File: src/rtl/sfm_pkg.sv
package sfm_pkg;
  localparam logic [7:0] OP_WREN  = 8'h06;
  localparam logic [7:0] OP_WRDI  = 8'h04;
  localparam logic [7:0] OP_RDSR  = 8'h05;
  localparam logic [7:0] OP_WRSR  = 8'h01;
  localparam logic [7:0] OP_READ  = 8'h03;
  localparam logic [7:0] OP_WRITE = 8'h02;

  typedef enum logic [2:0] {
    ST_OP, ST_AHI, ST_ALO, ST_RD, ST_WR, ST_RDSR, ST_WRSR, ST_SKIP
  } sfm_state_t;
endpackage

File: src/rtl/sfm_sync.sv
module sfm_sync #(
  parameter int   STAGES  = 2,
  parameter logic RST_VAL = 1'b0
) (
  input  logic clk,
  input  logic rst_n,
  input  logic d,
  output logic q
);
  logic [STAGES-1:0] ff_q;
  logic [STAGES-1:0] ff_d;

  always_comb begin
    ff_d = {ff_q[STAGES-2:0], d};
  end

  always_ff @(posedge clk or negedge rst_n) begin
    if (!rst_n) ff_q <= {STAGES{RST_VAL}};
    else        ff_q <= ff_d;
  end

  assign q = ff_q[STAGES-1];
endmodule

File: src/rtl/sfm_addr_ctr.sv
module sfm_addr_ctr #(
  parameter int AW = 13
) (
  input  logic          clk,
  input  logic          rst_n,
  input  logic          ld_hi,
  input  logic          ld_lo,
  input  logic          inc,
  input  logic [7:0]    din,
  output logic [AW-1:0] addr
);
  localparam int HI_W = AW - 8;
  logic [AW-1:0] addr_q, addr_d;

  always_comb begin
    addr_d = addr_q;
    if (ld_hi)      addr_d[AW-1:8] = din[HI_W-1:0];
    else if (ld_lo) addr_d[7:0]    = din;
    else if (inc)   addr_d         = addr_q + AW'(1);
  end

  always_ff @(posedge clk or negedge rst_n) begin
    if (!rst_n)                    addr_q <= '0;
    else if (ld_hi | ld_lo | inc)  addr_q <= addr_d;
  end

  assign addr = addr_q;
endmodule

File: src/rtl/sfm_out_shift.sv
module sfm_out_shift (
  input  logic       clk,
  input  logic       rst_n,
  input  logic       load,
  input  logic       shift,
  input  logic       clr,
  input  logic [7:0] din,
  output logic       so,
  output logic       oe
);
  logic [7:0] sh_q, sh_d;
  logic       oe_q, oe_d;

  always_comb begin
    sh_d = sh_q;
    oe_d = oe_q;
    if (clr) begin
      oe_d = 1'b0;
    end else if (load) begin
      sh_d = din;
      oe_d = 1'b1;
    end else if (shift) begin
      sh_d = {sh_q[6:0], 1'b0};
    end
  end

  always_ff @(posedge clk or negedge rst_n) begin
    if (!rst_n) begin
      sh_q <= '0;
      oe_q <= 1'b0;
    end else if (clr | load | shift) begin
      sh_q <= sh_d;
      oe_q <= oe_d;
    end
  end

  assign so = sh_q[7];
  assign oe = oe_q;
endmodule

File: src/rtl/sfm_spi_slave.sv
module sfm_spi_slave
  import sfm_pkg::*;
#(
  parameter int AW          = 13,
  parameter int SYNC_STAGES = 2
) (
  input  logic          clk,
  input  logic          rst_n,
  input  logic          spi_sck,
  input  logic          spi_cs_n,
  input  logic          spi_si,
  output logic          spi_so,
  output logic          spi_so_oe,
  output logic [AW-1:0] mem_addr,
  output logic [7:0]    mem_wdata,
  output logic          mem_we,
  input  logic [7:0]    mem_rdata,
  input  logic          mem_wr_ok,
  input  logic [7:0]    stat_rdata,
  output logic [7:0]    stat_wdata,
  output logic          stat_we,
  input  logic          sts_wr_ok,
  output logic          wel_set,
  output logic          wel_clr
);
  localparam int          NPIN    = 3;
  localparam logic [2:0]  PIN_RST = 3'b010; // {sck, cs_n, si}

  // reset: asserted asynchronously, released on a clock edge
  logic [1:0] rst_q;
  logic       rst_n_i;
  always_ff @(posedge clk or negedge rst_n) begin
    if (!rst_n) rst_q <= 2'b00;
    else        rst_q <= {rst_q[0], 1'b1};
  end
  assign rst_n_i = rst_q[1];

  // pin synchronizers
  logic [NPIN-1:0] pin_raw, pin_s;
  assign pin_raw = {spi_sck, spi_cs_n, spi_si};
  for (genvar g = 0; g < NPIN; g++) begin : g_sync
    sfm_sync #(.STAGES(SYNC_STAGES), .RST_VAL(PIN_RST[g])) u_sync (
      .clk(clk), .rst_n(rst_n_i), .d(pin_raw[g]), .q(pin_s[g]));
  end

  logic sck_s, cs_s, si_s, sck_q, sck_rise, sck_fall;
  assign {sck_s, cs_s, si_s} = pin_s;
  always_ff @(posedge clk or negedge rst_n_i) begin
    if (!rst_n_i) sck_q <= 1'b0;
    else          sck_q <= sck_s;
  end
  assign sck_rise = sck_s & ~sck_q & ~cs_s;
  assign sck_fall = ~sck_s & sck_q & ~cs_s;

  // command state
  sfm_state_t state_q, state_d;
  logic [2:0] bit_q, bit_d;
  logic [6:0] shin_q, shin_d;
  logic       rd_q, rd_d;
  logic [7:0] byte_in;
  logic       ld_hi, ld_lo, inc;

  assign byte_in = {shin_q, si_s};

  always_comb begin
    state_d = state_q;
    bit_d   = bit_q;
    shin_d  = shin_q;
    rd_d    = rd_q;
    ld_hi   = 1'b0;
    ld_lo   = 1'b0;
    inc     = 1'b0;
    mem_we  = 1'b0;
    stat_we = 1'b0;
    wel_set = 1'b0;
    wel_clr = 1'b0;
    if (cs_s) begin
      state_d = ST_OP;
      bit_d   = '0;
    end else if (sck_rise) begin
      shin_d = byte_in[6:0];
      bit_d  = bit_q + 3'd1;
      if (bit_q == 3'd7) begin
        unique case (state_q)
          ST_OP: begin
            state_d = ST_SKIP;
            case (byte_in)
              OP_WREN:  wel_set = 1'b1;
              OP_WRDI:  wel_clr = 1'b1;
              OP_RDSR:  state_d = ST_RDSR;
              OP_WRSR:  state_d = ST_WRSR;
              OP_READ:  begin rd_d = 1'b1; state_d = ST_AHI; end
              OP_WRITE: begin rd_d = 1'b0; state_d = ST_AHI; end
              default:  state_d = ST_SKIP;
            endcase
          end
          ST_AHI: begin ld_hi = 1'b1; state_d = ST_ALO; end
          ST_ALO: begin ld_lo = 1'b1; state_d = rd_q ? ST_RD : ST_WR; end
          ST_WR:  begin mem_we = mem_wr_ok; inc = 1'b1; end
          ST_RD:  inc = 1'b1;
          ST_WRSR: begin stat_we = sts_wr_ok; state_d = ST_SKIP; end
          default: state_d = state_q;
        endcase
      end
    end
  end

  always_ff @(posedge clk or negedge rst_n_i) begin
    if (!rst_n_i) begin
      state_q <= ST_OP;
      bit_q   <= '0;
      shin_q  <= '0;
      rd_q    <= 1'b0;
    end else if (cs_s | sck_rise) begin
      state_q <= state_d;
      bit_q   <= bit_d;
      shin_q  <= shin_d;
      rd_q    <= rd_d;
    end
  end

  sfm_addr_ctr #(.AW(AW)) u_addr (
    .clk(clk), .rst_n(rst_n_i), .ld_hi(ld_hi), .ld_lo(ld_lo), .inc(inc),
    .din(byte_in), .addr(mem_addr));

  assign mem_wdata  = byte_in;
  assign stat_wdata = byte_in;

  // serial output
  logic out_phase, out_load, out_shift, so_raw;
  assign out_phase = (state_q == ST_RD) | (state_q == ST_RDSR);
  assign out_load  = sck_fall & out_phase & (bit_q == 3'd0);
  assign out_shift = sck_fall & out_phase & (bit_q != 3'd0);

  sfm_out_shift u_out (
    .clk(clk), .rst_n(rst_n_i), .load(out_load), .shift(out_shift), .clr(cs_s),
    .din((state_q == ST_RD) ? mem_rdata : stat_rdata),
    .so(so_raw), .oe(spi_so_oe));

  assign spi_so = so_raw & spi_so_oe;
endmodule

File: config.mk
export PLATFORM = sky130hd
export DESIGN_NAME = sfm_spi_slave
export DESIGN_NICKNAME = d
export VERILOG_FILES = /design/src/rtl/sfm_pkg.sv /design/src/rtl/sfm_sync.sv /design/src/rtl/sfm_addr_ctr.sv /design/src/rtl/sfm_out_shift.sv /design/src/rtl/sfm_spi_slave.sv
export SDC_FILE = /design/constraint.sdc
export NUM_CORES = 1
export LEC_CHECK = 0
export BUFFER_PORTS_ARGS = -buffer_cell sky130_fd_sc_hd__buf_2
export CORE_MARGIN = 5
export CORE_UTILIZATION = 60
export CTS_BUF_LIST = sky130_fd_sc_hd__clkbuf_8
export CTS_CLUSTER_SIZE = 8
export DETAILED_ROUTE_END_ITERATION = 6
export GPL_ROUTABILITY_DRIVEN = 0
export PLACE_DENSITY = 0.88
export SETUP_SLACK_MARGIN = 0.1
export SLEW_MARGIN = 20
export SYNTH_ARGS = -nofsm -noshare
export SYNTH_HDL_FRONTEND = slang
export SYNTH_SLANG_ARGS = --single-unit
File: constraint.sdc
create_clock -name clk -period 4.01 [get_ports clk]
set_clock_uncertainty 0.15 [all_clocks]
set_input_delay 0.802 -clock clk [delete_from_list [all_inputs] [get_ports clk]]
set_output_delay 0.802 -clock clk [all_outputs]
set_load 0.02 [all_outputs]
# Word-level counts from Yosys, hierarchy flattened
# Index checks and enable logic that the tools add are counted.
[totals]
ff_bits = 45
out_inout_bits = 35
[op_classes]
add_sub_neg = 2
eq_ne = 14
n_mux = 48
bitwise = 18
reduce_logical = 21
[op_table]
columns = ["operator", "count"]
rows = [
  ["$mux 1", 32],
  ["$mux 8", 4],
  ["$eq 8x3->1 const B", 3],
  ["$mux 3", 6],
  ["$eq 8x2->1 const B", 2],
  ["$reduce_bool 2->1", 7],
  ["$add 13x1->13 const B", 1],
  ["$mux 13", 1],
  ["$eq 3x3->1 const B", 4],
  ["$pmux 3 s4", 1],
  ["$reduce_and 3->1", 4],
  ["$mux 5", 2],
  ["$pmux 3 s3", 1],
  ["$and 1x1->1", 8],
  ["$eq 8x1->1 const B", 1],
  ["$eq 3x2->1 const B", 2],
  ["$logic_not 3->1", 2],
  ["$or 1x1->1", 6],
  ["$reduce_and 6->1", 1],
  ["$reduce_bool 5->1", 1],
  ["$not 1->1", 4],
  ["$reduce_and 2->1", 2],
  ["$reduce_and 4->1", 1],
  ["$reduce_or 2->1", 2],
  ["5 further kinds", 5],
]

# Depth between registers and ports, before layout
# Gate-level depths: netlist of run 1.
[depth]
depth_word = 9
ltp_mapped = 8
ltp_nobuf = 6

# By module
# A second synthesis of run 1 with hierarchy kept.
[unflattened]
hier_cells = 249
hier_area_um2 = 2516.2
[modules_own_cells]
columns = ["mod", "instances", "cells_per_inst", "area_per_inst_um2"]
rows = [
  ["sfm_spi_slave", 1, 116, 1136.1],
  ["sfm_addr_ctr", 1, 83, 802.0],
  ["sfm_out_shift", 1, 44, 425.4],
  ["sfm_sync (g_sync[0].u_sync ...)", 2, 2, 50.0],
  ["sfm_sync (g_sync[1].u_sync)", 1, 2, 52.6],
]

# Worst setup path before layout of run 1
# OpenSTA, ideal clock, no wires.
[synth_timing]
kind = "register to output"
startpoint = "reg bit_q[0]"
endpoint = "out wel_clr"
arrival_time_ps = 1553
t_required_ps = 3058
slack_ps = 1505
path_stages_with_launch = 8
n_path_buf = 1
cell_sequence = "dfrtp_1 > ha_1 > ha_1 > nand4bb_4 > buf_4 > nor2_1 > nand4b_1 > nor2_1"
[synth_via]
elab_chain_cells = 4
[synth_rtl]
columns = ["element", "line", "text"]
rows = [
  ["from (decl)", "sfm_spi_slave.sv:57", "logic [2:0] bit_q, bit_d;"],
  ["from (signal assigned)", "sfm_spi_slave.sv:116", "bit_q <= bit_d;"],
  ["$eq 3x3->1", "sfm_spi_slave.sv:83", "if (bit_q == 3'd7) begin"],
  ["$mux 1", "sfm_spi_slave.sv:83", ""],
  ["$mux 1", "sfm_spi_slave.sv:80", "end else if (sck_rise) begin"],
  ["$mux 1", "sfm_spi_slave.sv:77", "if (cs_s) begin"],
  ["to (decl)", "sfm_spi_slave.sv:24", "output logic wel_clr"],
]
# No other way between the ends.

# Final worst setup path of run 1
[layout_timing]
startpoint = "reg g_sync[2].u_sync.ff_q[1]"
endpoint = "out stat_we"
[layout_via]
elab_chain_cells = 4
[layout_rtl]
columns = ["element", "line", "text"]
rows = [
  ["from (decl)", "sfm_sync.sv:10", "logic [STAGES-1:0] ff_q;"],
  ["from (signal assigned)", "sfm_sync.sv:18", "if (!rst_n) ff_q <= {STAGES{RST_VAL}};"],
  ["$and 1x1->1 (2 in a row)", "sfm_spi_slave.sv:52", "assign sck_rise = sck_s & ~sck_q & ~cs_s;"],
  ["$mux 1", "sfm_spi_slave.sv:80", ""],
  ["$mux 1", "sfm_spi_slave.sv:77", ""],
  ["to (decl)", "sfm_spi_slave.sv:21", "output logic stat_we,"],
]
# No other way between the ends.

==> reports/results.ini, run 1 <==
[worst_setup_path]
endpoint_kind=output pin
max_stage_delay_ns=0.45
worstPathRequired_ns=3.06
arrival_ns=2.06
worst-path-buf-inv=2
crit_fanout=9
crit_slowest_cell=dfrtp_1
crit_path_frequent_cell=nor2b_1
start_kind=register
critPathTopFamily=simple AND/OR/NAND/NOR gates
path_cells=nor2b_1 > nor2b_1 > buf_4 > and2_1 > and4_1 > buf_2
path_class=reg -> out

[route]
via_per_inst=5.90
final_antenna_net_count=0
wl_per_cell_um=16.5
num_vias=2029
postRouteWirelength_mm=5.68
first_iter_violations=276
drt_pre_antenna_iters=4
route.detailed.drc=0

[job]
maxCapViolCount=0

[pwr]
max-vdd-ir-drop_mv=0.380
leakage_uw=0.00134
finalPower_uw=1060
power.density_nw_per_um2=376

[place]
place_hpwl_mm=4.08
numPortBuffers=57

[yosys]
ys_ff_latch=45
synthesis.area_um2=2520
syn_nets=278
ys_top_cells_by_area=dfrtp_1, mux2i_1, buf_4
ys_seq_area_share_pct=44.8
synth_top_cell_area_share_pct=42.7
synthMostInstantiatedCell=dfrtp_1
synth-warning-count=0
synthTopCellsByCount=dfrtp_1, nand2_1, nor2_1
yosys.area.top_type=dfrtp_1
netlist_instances=251
postSynth.asyncResetShare_pct=100
synth_flop_cell=dfrtp_1
syn_area_per_cell_um2=10.0
synth_cell_type_count=51
synth_edf_count=0

[run_status]
status=finished, final reports clean

[clock_network]
cts_buffers=5
path_clk_slew_ns=0.08
tritoncts=done
htree_levels=2
holdBufCountCts=0
clock-sinks=45
cts.repair.resized=0
postCtsSetupBuffers=0
cts.path.max_buffers=2
worstSkewPairLatency_ns=0.30
cts_root_buf=clkbuf_8

[global_route]
grt_max_degree=44
grt.overflow.total=0
antenna_found_initial=0
first_global_vias=1902
grt_usage_pct=21.6
grt_pass1_wl_mm=9.15

[sta]
tightest_slew_ns=0.909
fin_crit_sh_pct=75.2
fin_setup_tns_ns=0
fin_crit_ns=3.01
hold_viol_final=0
drv_slew=0
fmax_ghz=0.332
maxSlewHeadroom_pct=39.4
setup_violations=0
rsz0062_at_grt=no

[cells_and_area]
nFillCells=304
antennaDiodeCount=0
final_nets=320
syn2layout_area_growth_pct=11.4
multiInputGateArea_um2=1220
regArea_um2=1130
drive_gt1_share_pct=26.9

[die]
boundaryPins=58
core.rowCount=23
dieArea_um2=5590
start_util_pct=62.5
die_width_um=74.8
core_area_um2=4030
die_y_um=74.8

[hold_path]
min_path_type=in -> async

-- final cells by class --
type	instances	share of cell area [%]
clock buffer	5	2.45
clock inverter	3	0.446
inverter	5	0.669
multi-input combinational	178	43.5
sequential	45	40.3
tap	50	2.23
timing repair buffer	58	10.4
-- cells in the final DEF, fill, tap and decap left out, drive strengths merged, types with 2 or more instances in the layout --
| master | count |
|---|---|
| a211oi | 6 |
| a21o | 2 |
| a21oi | 17 |
| a311oi | 3 |
| a31oi | 3 |
| and2 | 4 |
| and3 | 3 |
| and4 | 6 |
| buf | 58 |
| clkbuf | 5 |
| dfrtp | 43 |
| dfstp | 2 |
| ha | 4 |
| inv | 7 |
| mux2 | 14 |
| mux2i | 11 |
| nand2 | 18 |
| nand2b | 5 |
| nand3 | 7 |
| nand3b | 2 |
| nand4b | 2 |
| nor2 | 19 |
| nor2b | 5 |
| nor3 | 5 |
| nor3b | 2 |
| nor4 | 2 |
| o21ai | 17 |
| o22ai | 2 |
| o31ai | 2 |
| o32ai | 2 |
| or3b | 3 |
-- kinds of logic (layout without fill, tap and decap cells) --
| family | Yosys count | after routing | share of synthesized area [%] |
|---|---|---|---|
| multiplexers | 25 | 25 | 10.6 |
| XOR/XNOR | 1 | 1 | 0.348 |
| AND/OR/NAND/NOR | 87 | 87 | 20.3 |
| flip-flops | 45 | 45 | 44.8 |
| adder cells (fa/ha/maj) | 4 | 4 | 1.99 |
| AO/OA/AOI/OAI | 60 | 60 | 15.0 |
| buffers and inverters | 28 | 71 | 6.76 |
| other | 1 | 1 | 0.149 |
-- metrics by stage --
stage	worst slack [ns]	hold WS [ns]	utilization, %	std cells	instance area [um2]
floorplan	1.51	0.181	-	251	2520
global placement	1.40	0.185	67.6	336	2720
detailed placement	1.34	0.186	67.6	336	2720
CTS	0.989	0.110	69.6	344	2800
global route	0.849	0.105	69.6	344	2800
finish	0.995	0.115	69.6	344	2800
-- state kept, by name (all words and copies together) (netlist names) --
signal              count
sck_q                   1
state_q                 3
u_out.oe                1
g_sync.u_sync.ff_q      6
rd_q                    1
rst_q                   2
shin_q                  7
bit_q                   3
u_out.sh_q              8
u_addr.addr            13
-- per-layer routing --
metal  global-route usage [%]  share of wire [%]  up-vias
li1                         -                  -      988
met1                     29.6                 42      958
met2                     34.4                 50       77
met3                     4.94                7.2        6
met4                     6.52               0.97        0
met5                        0                  0        -
-- power by group --
group	internal, uW	total [uW]	switching, uW
logic	95.2	233	138
clock network	117	265	148
registers	491	557	66.4
-- worst reg2reg max path: stages, from the launching register on --
cell	delay, ns
dfrtp_1	0.57
or3b_1	0.52
a21oi_1	0.70
a21oi_1	0.16
a311oi_1	0.31
-- final timing paths --
kind | to | start | depth (start not counted) | slack, ns
min in group clk | g_sync[2].u_sync.ff_q[1] | g_sync[2].u_sync.ff_q[0] | 0 | 0.20
min reg2reg | g_sync[2].u_sync.ff_q[1] | g_sync[2].u_sync.ff_q[0] | 0 | 0.20
max in group asynchronous | u_out.oe | rst_q[1] | 0 | 2.88
min | rst_q[1] | rst_n | 1 | 0.12
max | stat_we | g_sync[2].u_sync.ff_q[1] | 6 | 1.0
max reg2reg | u_addr.addr[6] | state_q[1] | 4 | 1.50
Power figures use the tool's default switching activity.
==> run 2: changes to the inputs <==
- ABC_AREA: default -> 1
- CORE_UTILIZATION: 60 -> 57
- PLACE_DENSITY: 0.88 -> 0.83
- clock period: 4.01 -> 2.84 ns (I/O delays scaled with it)
==> reports/results.ini, run 2 <==
[pwr]
clkPwrFrac_pct=28.6  ; +3.5 points
power.density_nw_per_um2=424  ; +13%
max-vdd-ir-drop_mv=0.284  ; -25%
power_frac_comb_pct=17.1  ; -5.0 points
leakage_uw=0.00180  ; +34%
power_frac_seq_pct=54.3  ; +1.5 points
swShare_pct=31.3  ; -2.0 points
finalPower_uw=1330  ; +26%
p_int_uw=911  ; +29%
p_sw_uw=415  ; +18%

[global_route]
grt_max_degree=44  ; unchanged
antenna_found_initial=0  ; unchanged
grt_usage_pct=20.7  ; -0.89 points
grt_pass1_wl_mm=10.4  ; +13%
first_global_vias=2381  ; +25%
grt.overflow.total=0  ; unchanged

[sta]
setup_violations=0  ; unchanged
fin_ws_ns=0.312  ; -0.683 ns
tightest_slew_ns=0.904  ; -0.00465 ns
fin_setup_tns_ns=0  ; unchanged
drv_slew=0  ; unchanged
fin_crit_ns=2.53
fmax_ghz=0.396
fin_crit_sh_pct=89.0
hold_viol_final=0  ; unchanged
maxSlewHeadroom_pct=39.7  ; +0.31 points
rsz0062_at_grt=no

[cells_and_area]
syn2layout_area_growth_pct=12.7
antennaDiodeCount=0  ; unchanged
layout_common_cells=nand2_1, buf_2, inv_1
final_common_cell=nand2_1
final_nets=462  ; +44%
nFillCells=392  ; +29%
drive_gt1_share_pct=20.6  ; -6.2 points
largest_reg_flops=13  ; unchanged

[die]
dieArea_um2=6360  ; +14%
start_util_pct=58.8  ; -3.7 points
core.rowCount=25  ; +8.7%
die_width_um=79.8  ; +6.7%
boundaryPins=58  ; unchanged
die_y_um=79.8  ; +6.7%
core_area_um2=4720  ; +17%

[worst_setup_path]
crit_fanout=7  ; -2
arrival_ns=1.81  ; -0.25 ns
max_stage_delay_ns=0.41  ; -0.04 ns
start_kind=register
worstPathRequired_ns=2.12  ; -0.94 ns
critPathTopFamily=simple AND/OR/NAND/NOR gates
endpoint_kind=output pin
crit_slowest_cell=dfrtp_1
path_cells=inv_1 > nand2_1 > nor2_4 > nand2_2 > nor2_1 > nand2_1 > nor2_1 > buf_2
path_class=reg -> out
worst-path-buf-inv=2  ; unchanged

[clock_network]
path_clk_slew_ns=0.08  ; about the same
cts_buffers=5  ; unchanged
cts.path.max_buffers=2  ; unchanged
clock-sinks=45  ; unchanged
cts_root_buf=clkbuf_8
tritoncts=done
worstSkewPairLatency_ns=0.31  ; about the same
htree_levels=2  ; unchanged
cts.repair.resized=0  ; unchanged

[route]
first_iter_violations=107  ; -61%
route.detailed.drc=0  ; unchanged
via_per_inst=4.89  ; -17%
drt_pre_antenna_iters=4  ; unchanged
final_antenna_net_count=0  ; unchanged
wl_per_cell_um=11.5  ; -30%
num_vias=2462  ; +21%
postRouteWirelength_mm=5.78  ; +1.7%

[run_status]
status=finished, final reports clean

[place]
numPortBuffers=57  ; unchanged
place_hpwl_mm=4.46  ; +9.3%
pre_cts_slack_ns=0.653  ; -0.686 ns

[yosys]
postSynth.asyncResetShare_pct=100  ; unchanged
syn_nets=411  ; +48%
synth-warning-count=0  ; unchanged
synthMostInstantiatedCell=nand2_1
ys_ff_latch=45  ; unchanged
ys_seq_area_share_pct=40.7  ; -4.2 points
ys_top_cells_by_area=dfrtp_1, nand2_1, inv_1
synth_top_cell_area_share_pct=38.8  ; -4.0 points
synth_flop_cell=dfrtp_1
synthTopCellsByCount=nand2_1, inv_1, dfrtp_1
syn_area_per_cell_um2=7.23  ; -28%
synth_cell_type_count=33  ; -35%
netlist_instances=384  ; +53%
yosys.area.top_type=dfrtp_1
synth_edf_count=0  ; unchanged
synthesis.area_um2=2780  ; +10%

[job]
maxCapViolCount=0  ; unchanged

[hold_path]
min_path_type=reg -> reg

==> run 2: changes by cell type after synthesis, moves of 6 or more <==
| cell | before | now |
|---|---|---|
| mux2i_1 | 11 | 0 |
| inv_1 | 5 | 48 |
| nand2_1 | 18 | 139 |
| mux2_1 | 7 | 0 |
| mux2_2 | 7 | 0 |
| nor2_1 | 18 | 29 |
| buf_2 | 6 | 0 |
| nand3_1 | 7 | 29 |
| nand2_2 | 0 | 7 |
| a211oi_1 | 6 | 0 |
| and4_1 | 6 | 0 |
==> run 2: logic make-up after synthesis <==
logic type      Yosys count  share of synthesized area (%)
simple gates            225                           37.0
compound gates           39                           7.98
other cells               1                          0.135
buf+inv                  66                           11.2
fa+ha+maj                 4                           1.80
flops                    45                           40.7
xor+xnor                  4                           1.26
==> run 2: power groups by stage <==
stage                     registers (uW)  logic, uW  clock network [uW]
after floorplan                      751        148                   0
after global placement               733        225                   0
after detailed placement             734        229                   0
after CTS                            722        231                 389
after global routing                 730        254                 422
final                                720        227                 379
==> run 2: cell type report <==
cell class              instances  area (um2)  area share [%]
multi-input cells             273        1340            42.7
flip-flops and latches         45        1130            36.1
repair buffers                 58         295            9.44
inverters                      52         201            6.44
well taps                      67        83.8            2.68
clock buffers                   5        68.8            2.20
clock inverters                 3        12.5           0.400
==> run 2: path summary, 6_finish.rpt <==
check	start	endpoint	slack, ns	cells past startpoint
max in group asynchronous	rst_q[1]	bit_q[1]	1.73	0
min in group asynchronous	rst_q[1]	shin_q[3]	0.25	0
min	g_sync[2].u_sync.ff_q[0]	g_sync[2].u_sync.ff_q[1]	0.21	0
max reg2reg	u_addr.addr[1]	u_addr.addr[10]	1.13	8
min reg2reg	g_sync[2].u_sync.ff_q[0]	g_sync[2].u_sync.ff_q[1]	0.21	0
max	sck_q	wel_set	0.31	8
==> run 2: metal layers <==
| layer | vias to the layer above | track usage (%) | routed length, um |
|---|---|---|---|
| li1 | 1284 | - | - |
| met1 | 1111 | 24.8 | 2500 |
| met2 | 60 | 37.1 | 2900 |
| met3 | 7 | 4.40 | 296 |
| met4 | 0 | 6.25 | 82 |
| met5 | - | 0 | 0 |
==> run 2: metrics by stage <==
stage	area, um2	std cells	util (%)	hold WS [ns]
2_1_floorplan	2780	384	-	0.122
3_3_place_gp	3040	494	64.3	0.182
3_5_place_dp	3040	494	64.3	0.191
4_1_cts	3130	503	66.2	0.200
5_1_grt	3130	503	66.2	0.200
6_report	3130	503	66.2	0.205
==> run 2: what timing repair did <==
item	4_1_cts	5_1_grt
endpoints found under the hold margin	2	0
buffers inserted	0	0
hold buffers	1	0
==> run 3: changes to the inputs <==
- CORE_ASPECT_RATIO: default -> 1.5
==> reports/results.ini, run 3 (synthesized netlist as in run 2, its figures left out) <==
[run_status]
status=finished, final reports clean

[pwr]
swShare_pct=28.8  ; -2.5 points
p_sw_uw=416  ; +0.14%
power_frac_seq_pct=50.3  ; -4.0 points
power.density_nw_per_um2=456  ; +7.7%
leakage_uw=0.00181  ; +0.67%
p_int_uw=1030  ; +13%
clkPwrFrac_pct=34.1  ; +5.5 points
power_frac_comb_pct=15.7  ; -1.4 points
max-vdd-ir-drop_mv=0.410  ; +44%
finalPower_uw=1440  ; +8.9%

[worst_setup_path]
max_stage_delay_ns=0.41  ; about the same
start_kind=register
path_cells=inv_1 > nand2_1 > nor2_4 > nand2_2 > nor2_1 > nand2_1 > nor2_1 > buf_2
arrival_ns=1.84  ; +0.03 ns
crit_slowest_cell=dfrtp_1
endpoint_kind=output pin
crit_fanout=7  ; unchanged
worstPathRequired_ns=2.12  ; about the same
path_class=reg -> out

[sta]
tightest_slew_ns=0.913  ; +0.00871 ns
fin_crit_sh_pct=89.9  ; +0.92 points
fmax_ghz=0.392  ; -1.0%
drv_slew=0  ; unchanged
hold_viol_final=0  ; unchanged
fin_crit_ns=2.55  ; +0.0262 ns
fin_setup_tns_ns=0  ; unchanged
setup_violations=0  ; unchanged
rsz0062_at_grt=no
maxSlewHeadroom_pct=39.2  ; -0.58 points

[die]
core.rowCount=31  ; +24%
boundaryPins=58  ; unchanged
start_util_pct=58.2  ; -0.59 points
core_area_um2=4770  ; +1.0%
dieArea_um2=6390  ; +0.45%
die_width_um=67.0  ; -16%
die_y_um=95.5  ; +20%

[cells_and_area]
syn2layout_area_growth_pct=13.9
multiInputGateArea_um2=1340  ; unchanged
final_nets=462  ; unchanged
final_common_cell=nand2_1
antennaDiodeCount=0  ; unchanged
layout_common_cells=nand2_1, buf_2, inv_1
largest_reg_flops=13  ; unchanged
regArea_um2=1130  ; unchanged
stdcell_area_um2=3160  ; +1.1%
nFillCells=430  ; +9.7%
stdcell_count=502  ; -0.20%
drive_gt1_share_pct=20.9  ; +0.23 points
final_util_pct=66.3  ; about the same

[route]
drt_pre_antenna_iters=5  ; +1
postRouteWirelength_mm=5.90  ; +2.1%
via_per_inst=5.05  ; +3.2%
wl_per_cell_um=11.7  ; +2.3%
num_vias=2536  ; +3.0%
route.detailed.drc=0  ; unchanged
final_antenna_net_count=0  ; unchanged
first_iter_violations=150  ; +40%

[global_route]
antenna_found_initial=0  ; unchanged
grt_max_degree=44  ; unchanged
grt_usage_pct=20.7  ; +0.028 points
grt_pass1_wl_mm=10.2  ; -1.8%
first_global_vias=2476  ; +4.0%
grt.overflow.total=0  ; unchanged

[place]
post_dp_cell_area_um2=3040  ; about the same
post-place-cells=493  ; -0.20%
place_hpwl_mm=4.69  ; +5.1%
numPortBuffers=57  ; unchanged

[clock_network]
cts_buffers=5  ; unchanged
worstSkewPairLatency_ns=0.30  ; about the same
cts.path.max_buffers=2  ; unchanged
path_clk_slew_ns=0.08  ; about the same
cts_root_buf=clkbuf_8
htree_levels=2  ; unchanged
clock-sinks=45  ; unchanged
tritoncts=done

[job]
maxCapViolCount=0  ; unchanged

[hold_path]
min_path_type=reg -> reg

run 3: changes by cell type in the layout (fill, tap and decap cells not counted), sizes merged:
| cell | delta |
|---|---|
| clkinv | -1 |
| bufinv | +1 |
| clkbuf | +1 |
| inv | -1 |
run 3: what timing repair did:
action | in CTS | in global routing
setup buffers | 0 | 0
hold buffers | 1 | 0
endpoints found under the hold margin | 2 | 0
resized for setup | 0 | 0
run 3: stage by stage:
step                hold slack, ns  setup slack [ns]
floorplan                    0.122             0.759
global placement             0.181             0.672
detailed placement           0.186             0.617
CTS                          0.204             0.280
global route                 0.195             0.121
finish                       0.201             0.286
run 3: path summary, 6_finish.rpt:
| check | start | to | slack [ns] | cells after the start |
|---|---|---|---|---|
| min reg2reg | g_sync[0].u_sync.ff_q[0] | g_sync[0].u_sync.ff_q[1] | 0.20 | 0 |
| max reg2reg | bit_q[0] | u_addr.addr[0] | 1.12 | 8 |
| max | sck_q | wel_set | 0.29 | 8 |
| min | g_sync[0].u_sync.ff_q[0] | g_sync[0].u_sync.ff_q[1] | 0.20 | 0 |
| max in group asynchronous | rst_q[1] | u_out.sh_q[4] | 1.71 | 0 |
| min in group asynchronous | rst_q[1] | u_addr.addr[4] | 0.26 | 0 |
run 3: area by class of cell:
class | count | area share (%)
multi-input cells | 273 | 42.3
flip-flops and latches | 45 | 35.7
repair buffers | 58 | 9.34
inverters | 52 | 6.37
clock buffers | 6 | 2.61
well taps | 66 | 2.61
clock inverters | 2 | 1.07
run 3: per-layer routing:
layer | wire length (um) | track usage (%) | vias up
met5 | 0 | 0 | -
met3 | 402 | 4.01 | 17
met4 | 218 | 10.8 | 0
met2 | 3060 | 38.9 | 88
li1 | - | - | 1284
met1 | 2220 | 21.0 | 1147
run 3: worst max-delay path: cells and delay by family (launching register included):
kind / cells / cell delay, ns
buffers and inverters: 2 / 0.29
flip-flops: 1 / 0.41
AND/OR/NAND/NOR: 6 / 0.85
run 3: power by group through the flow:
stage | clock [uW] | sequential, uW | combinational [uW]
after floorplan | 0 | 751 | 148
after global placement | 0 | 738 | 222
after detailed placement | 0 | 740 | 227
after CTS | 499 | 727 | 229
after global routing | 530 | 734 | 253
final | 492 | 725 | 226
